## config.mk

```make
export PLATFORM = sky130hd
export DESIGN_NAME = bitcode_mod
export DESIGN_NICKNAME = d
export VERILOG_FILES = /design/src/rtl/lc_pkg.sv /design/src/rtl/lc_control.sv /design/src/rtl/lc_datapath.sv /design/src/rtl/bitcode_mod.sv
export SDC_FILE = /design/constraint.sdc
export NUM_CORES = 1
export LEC_CHECK = 0
export CAP_MARGIN = 30
export CORE_ASPECT_RATIO = 1.1
export CORE_MARGIN = 8
export CORE_UTILIZATION = 40
export DETAILED_ROUTE_END_ITERATION = 8
export PLACE_DENSITY = 0.73
export SLEW_MARGIN = 10
export SYNTH_ARGS = -nofsm -noshare
export SYNTH_HDL_FRONTEND = slang
export SYNTH_SLANG_ARGS = --single-unit
```

## constraint.sdc

```tcl
create_clock -name clk -period 2.2 [get_ports clk]
set_input_delay 0.22 -clock clk [delete_from_list [all_inputs] [get_ports clk]]
set_output_delay 0.22 -clock clk [all_outputs]
set_load 0.02 [all_outputs]
```

## src/rtl/lc_pkg.sv

```systemverilog
package lc_pkg;

  // Strobes passed from the control FSM to the datapath, plus the latched mode level
  typedef struct packed {
    logic start;    // frame accepted: clear done
    logic load;     // take a fresh byte from dataIn
    logic shift;    // advance to the next bit of the held byte
    logic first;    // drive the first half of a bit
    logic second;   // drive the second half of a bit
    logic finish;   // return to idle level, raise done
    logic biphase;  // latched mode: 1 = Bi-phase, 0 = Manchester
  } strobe_t;

endpackage

```

## src/rtl/lc_control.sv

```systemverilog
module lc_control
  import lc_pkg::*;
(
  input  logic    clk,
  input  logic    rstN,
  input  logic    halfTick,
  input  logic    startReq,
  input  logic    codeSel,
  input  logic    byteEnd,
  input  logic    frameEnd,
  output strobe_t strb,
  output logic    busy
);

  typedef enum logic [1:0] {
    ST_IDLE   = 2'd0,
    ST_WAIT   = 2'd1,
    ST_FIRST  = 2'd2,
    ST_SECOND = 2'd3
  } state_t;

  state_t state, stateNext;
  logic   modeQ;

  always_comb begin
    stateNext    = state;
    strb         = '0;
    strb.biphase = modeQ;
    unique case (state)
      ST_IDLE: begin
        if (startReq) begin
          strb.start = 1'b1;
          stateNext  = ST_WAIT;
        end
      end
      ST_WAIT: begin
        if (halfTick) begin
          strb.load  = 1'b1;
          strb.first = 1'b1;
          stateNext  = ST_FIRST;
        end
      end
      ST_FIRST: begin
        if (halfTick) begin
          strb.second = 1'b1;
          stateNext   = ST_SECOND;
        end
      end
      ST_SECOND: begin
        if (halfTick) begin
          if (frameEnd) begin
            strb.finish = 1'b1;
            stateNext   = ST_IDLE;
          end else begin
            strb.load  = byteEnd;
            strb.shift = !byteEnd;
            strb.first = 1'b1;
            stateNext  = ST_FIRST;
          end
        end
      end
      default: stateNext = ST_IDLE;
    endcase
  end

  always_ff @(posedge clk) begin
    if (!rstN) begin
      state <= ST_IDLE;
      modeQ <= 1'b0;
    end else begin
      state <= stateNext;
      if (strb.start) modeQ <= codeSel;
    end
  end

  assign busy = (state != ST_IDLE);

endmodule

```

## src/rtl/lc_datapath.sv

```systemverilog
module lc_datapath
  import lc_pkg::*;
#(
  parameter int DATA_W = 8,
  parameter int CNT_W  = 4
) (
  input  logic              clk,
  input  logic              rstN,
  input  strobe_t           strb,
  input  logic [DATA_W-1:0] dataIn,
  input  logic              lastByte,
  input  logic [CNT_W-1:0]  lastBits,
  output logic              byteEnd,
  output logic              frameEnd,
  output logic              codeOut,
  output logic              done
);

  localparam logic [CNT_W-1:0] FULL_CNT  = CNT_W'(DATA_W);
  localparam logic [CNT_W-1:0] LIMIT_CNT = CNT_W'(DATA_W + 1);

  logic [DATA_W-1:0] shReg;
  logic [CNT_W-1:0]  remQ;
  logic [CNT_W-1:0]  loadCount;
  logic              lastQ;
  logic              curBit;
  logic              nextBit;
  logic              outQ;
  logic              doneQ;

  // Bits to send from the byte being taken: full width unless it is the last one
  always_comb begin
    if (lastByte && (lastBits != '0) && (lastBits < LIMIT_CNT))
      loadCount = lastBits;
    else
      loadCount = FULL_CNT;
  end

  assign nextBit  = strb.load ? dataIn[DATA_W-1] : shReg[DATA_W-2];
  assign byteEnd  = (remQ == CNT_W'(1));
  assign frameEnd = byteEnd && lastQ;

  always_ff @(posedge clk) begin
    if (!rstN) begin
      shReg  <= '0;
      remQ   <= '0;
      lastQ  <= 1'b0;
      curBit <= 1'b0;
      outQ   <= 1'b0;
      doneQ  <= 1'b0;
    end else begin
      if (strb.start) doneQ <= 1'b0;

      if (strb.load) begin
        shReg <= dataIn;
        lastQ <= lastByte;
        remQ  <= loadCount;
      end else if (strb.shift) begin
        shReg <= {shReg[DATA_W-2:0], 1'b0};
        remQ  <= remQ - CNT_W'(1);
      end

      if (strb.first) begin
        curBit <= nextBit;
        outQ   <= strb.biphase ? ~outQ : nextBit;
      end

      if (strb.second) begin
        if (strb.biphase) outQ <= curBit ? ~outQ : outQ;
        else              outQ <= ~curBit;
      end

      if (strb.finish) begin
        outQ  <= 1'b0;
        doneQ <= 1'b1;
      end
    end
  end

  assign codeOut = outQ;
  assign done    = doneQ;

endmodule

```

## src/rtl/bitcode_mod.sv

```systemverilog
module bitcode_mod
  import lc_pkg::*;
#(
  parameter int DATA_W = 8,
  parameter int CNT_W  = 4
) (
  input  logic              clk,
  input  logic              rstN,
  input  logic              halfTick,
  input  logic              codeSel,
  input  logic              startReq,
  input  logic [CNT_W-1:0]  lastBits,
  input  logic [DATA_W-1:0] dataIn,
  input  logic              lastByte,
  output logic              dataReq,
  output logic              codeOut,
  output logic              done
);

  strobe_t strb;
  logic    busy;
  logic    byteEnd;
  logic    frameEnd;

  lc_control u_ctrl (
    .clk      (clk),
    .rstN     (rstN),
    .halfTick (halfTick),
    .startReq (startReq),
    .codeSel  (codeSel),
    .byteEnd  (byteEnd),
    .frameEnd (frameEnd),
    .strb     (strb),
    .busy     (busy)
  );

  lc_datapath #(.DATA_W(DATA_W), .CNT_W(CNT_W)) u_dp (
    .clk      (clk),
    .rstN     (rstN),
    .strb     (strb),
    .dataIn   (dataIn),
    .lastByte (lastByte),
    .lastBits (lastBits),
    .byteEnd  (byteEnd),
    .frameEnd (frameEnd),
    .codeOut  (codeOut),
    .done     (done)
  );

  assign dataReq = strb.load;

endmodule

```

==> metrics.md <==
| Metric | Value |
|---|---|
| Total CTS buffers | `3` |
| Wire per inst | `14.12 um` |
| Setup TNS | `0 ns` |
| GP Congestion | `0.7926` |
| CP arrival | `1.95 ns` |
| Setup violators final | `0` |
| Worst hold-check path type | `in -> reg` |
| Nets@finish | `150` |
| Chip Height | `67.27 um` |
| Routed Antenna Nets | `0` |
| Asr flop ratio synth | `0%` |
| Unrepaired setup endpoints after global routing | `no` |
| Reg clk slew, reported paths | `0.11 ns` |
| Via count | `891` |
| TritonCTS clock tree | `done` |
| Syn Std Cell Area | `955.9 um^2` |
| Layout area overhead | `29.06%` |
| Global-route wire length before repair | `3988 um` |
| Max Clock Skew | `0.002896 ns` |
| # H-tree levels | `1` |
| Initial DRC count | `36` |
| VDD IR max | `284.6 uV` |
| Status | `finished clean` |
| Final Hold Fails | `0` |
| R2R depth | `8` |
| Worst-skew pair later-pin latency | `0.29 ns` |
| Top-area cell type share of the netlist area | `37.70%` |
| CTS max path bufs | `2` |
| Leak Pwr | `0.4524 nW` |
| Clock root buffer | `clkbuf_4` |
| Hold path depth | `3` |
| Maxcap violations | `0` |
| Number of post-CTS setup repair buffers | `0` |
| Vias per cell | `5.604` |
| Die X | `62.61 um` |
| Filler Cells Inserted | `225` |
| Top post-synthesis cells by area | `dfxtp_1, a222oi_1, a21oi_1` |
| First-pass DRT Iterations | `4` |
| Fin crit share | `80.21%` |
| Synth Register Bits | `18` |
| Starting Density | `42.44%` |
| I/O pin cnt | `21` |
| Vias in the first global route | `930` |
| Max Freq | `566.7 MHz` |
| Cells after Synth | `106` |
| Worst Tran Pin Value | `0.3146 ns` |
| PwrDens | `577.8 nW/um^2` |
| Max Fanout on Critical Path | `11` |
| CORE AREA | `2252 um^2` |
| Mean Syn Cell Area | `9.018 um^2` |
| Number of flops mapped to enable cells by yosys | `0` |
| TritonCTS Sinks | `18` |
| ANT cells | `0` |
| Relative slew slack | `78.90%` |
| Crit start category | `register` |
| Hold_buf cts | `0` |
| HPWL Detailed | `1651 um` |
| Slew Limit Fails | `0` |
| Row Count | `18` |
| Layout cells sized above 1 | `17.83%` |
| Min Tclk post-route | `1.765 ns` |
| Port Buffer Count | `20` |
| Net Count, Synth | `126` |
| Ys Warns | `0` |
| Primary FF master, synth | `dfxtp_1` |
| # DRC | `0` |
| Largest net degree at the start of global routing | `12` |
| Grt ovf | `0` |
| Die area | `4212 um^2` |
| Critical path class | `reg -> reg` |
| FF-to-FF setup slack | `0.44 ns` |
| Initial antenna violation count | `0` |
| Final WL | `2245 um` |
| Final hold slack | `0.4633 ns` |
| Endpoint class of the critical path | `register` |
| Sequential element share of the synthesized area | `37.70%` |
| GRT Util Overall | `11.46%` |
| Synth unique cells | `43` |
| CP required | `2.38 ns` |
| Cell taking the most area after synthesis | `dfxtp_1` |
==> power by group <==
part	total, mW	internal [mW]	switching [mW]
combinational	0.139	0.0763	0.0627
clock	0.205	0.101	0.105
sequential	0.368	0.346	0.0228
==> stage by stage <==
step | setup slack, ns | cells | power (mW) | instance area, um^2 | util [%]
2_1_floorplan | 0.6412 | 106 | 0.4556 | 955.9 | -
5_1_grt | 0.2804 | 159 | 0.7543 | 1234 | 54.78
3_3_place_gp | 0.2924 | 155 | 0.5088 | 1187 | 52.72
4_1_cts | 0.07116 | 159 | 0.7205 | 1230 | 54.61
6_report | 0.4353 | 159 | 0.7128 | 1234 | 54.78
3_5_place_dp | 0.2919 | 155 | 0.5128 | 1187 | 52.72
==> placed cells by master (no fill, tap or decap), drive strengths merged, types with 2 or more instances in the layout <==
| cell type | count |
|---|---|
| and2 | 2 |
| nor2b | 3 |
| nand2b | 2 |
| inv | 5 |
| a21oi | 7 |
| a222oi | 5 |
| clkdlybuf4s50 | 19 |
| nor3 | 4 |
| clkbuf | 4 |
| ha | 2 |
| a211oi | 5 |
| nor3b | 2 |
| o21ai | 6 |
| nand2 | 8 |
| nor2 | 8 |
| mux2i | 3 |
| dfxtp | 18 |
| buf | 5 |
| nand4 | 4 |
==> registers in the layout (all words and copies together), names as in the netlist <==
| register | count |
|---|---|
| u_dp.shReg | 7 |
| u_dp.remQ | 4 |
| u_ctrl.state | 2 |
| u_ctrl.modeQ | 1 |
| u_dp.codeOut | 1 |
| u_dp.curBit | 1 |
| u_dp.done | 1 |
| u_dp.lastQ | 1 |
==> path summary, 6_finish.rpt <==
| path | startpoint | end |
|---|---|---|
| worst max-delay path | u_dp.remQ[1]$_SDFFE_PN0P_ | u_dp.codeOut$_SDFFE_PP0P_ |
| worst min-delay path | dataIn[0] | u_dp.shReg[0]$_SDFFE_PN0P_ |
| worst max register to register | u_dp.remQ[1]$_SDFFE_PN0P_ | u_dp.codeOut$_SDFFE_PP0P_ |
| worst min register to register | u_dp.shReg[0]$_SDFFE_PN0P_ | u_dp.shReg[0]$_SDFFE_PN0P_ |
==> cells by family after synthesis <==
group                      share of synthesized area [%]
AOI/OAI and AO/OA                                  23.95
xor gates and xnor gates                           1.833
adders and majority gates                          2.617
buffers and inverters                              6.937
DFF                                                37.70
muxes                                              3.141
and+or+nand+nor                                    23.82
==> synthesized netlist by cell type, types with 3 or more instances <==
cell	instances
a21oi_1	6
nor2b_1	3
a222oi_1	5
inv_1	3
a211oi_1	4
nor3_1	3
nor2_1	8
nand4_1	4
dfxtp_1	18
nand2_1	7
buf_4	3
o21ai_1	3
mux2i_1	3
==> repair_timing <==
action,4_1_cts,5_1_grt
resized for setup,1,2
endpoints found under the setup margin,1,1
pin swaps,0,0
==> layout make-up <==
| cell class | count | area, um^2 | area share (%) |
|---|---|---|---|
| timing repair buffer | 25 | 240.2 | 19.47 |
| multi-input combinational | 76 | 535.5 | 43.41 |
| tap | 30 | 37.54 | 3.043 |
| inverter | 6 | 22.52 | 1.826 |
| clock buffer | 4 | 36.28 | 2.941 |
| sequential | 18 | 361.6 | 29.31 |
==> layer usage <==
layer | wire, um | global-route usage [%] | up-vias
met1 | 974 | 11.95 | 423
met3 | 144 | 3.146 | 2
met4 | 19 | 6.553 | 0
met5 | 0 | 0 | -
met2 | 1106 | 20.83 | 28
li1 | - | - | 438
==> worst max-delay path: stages, from the launching register on <==
cell and delay [ns]:
dfxtp_1 0.38, inv_1 0.08, ha_1 0.20, nor4b_2 0.17, o21ai_2 0.16, inv_2 0.05, buf_4 0.17, a221oi_1 0.34
a211oi_2 0.11
Power figures use the tool's default switching activity.
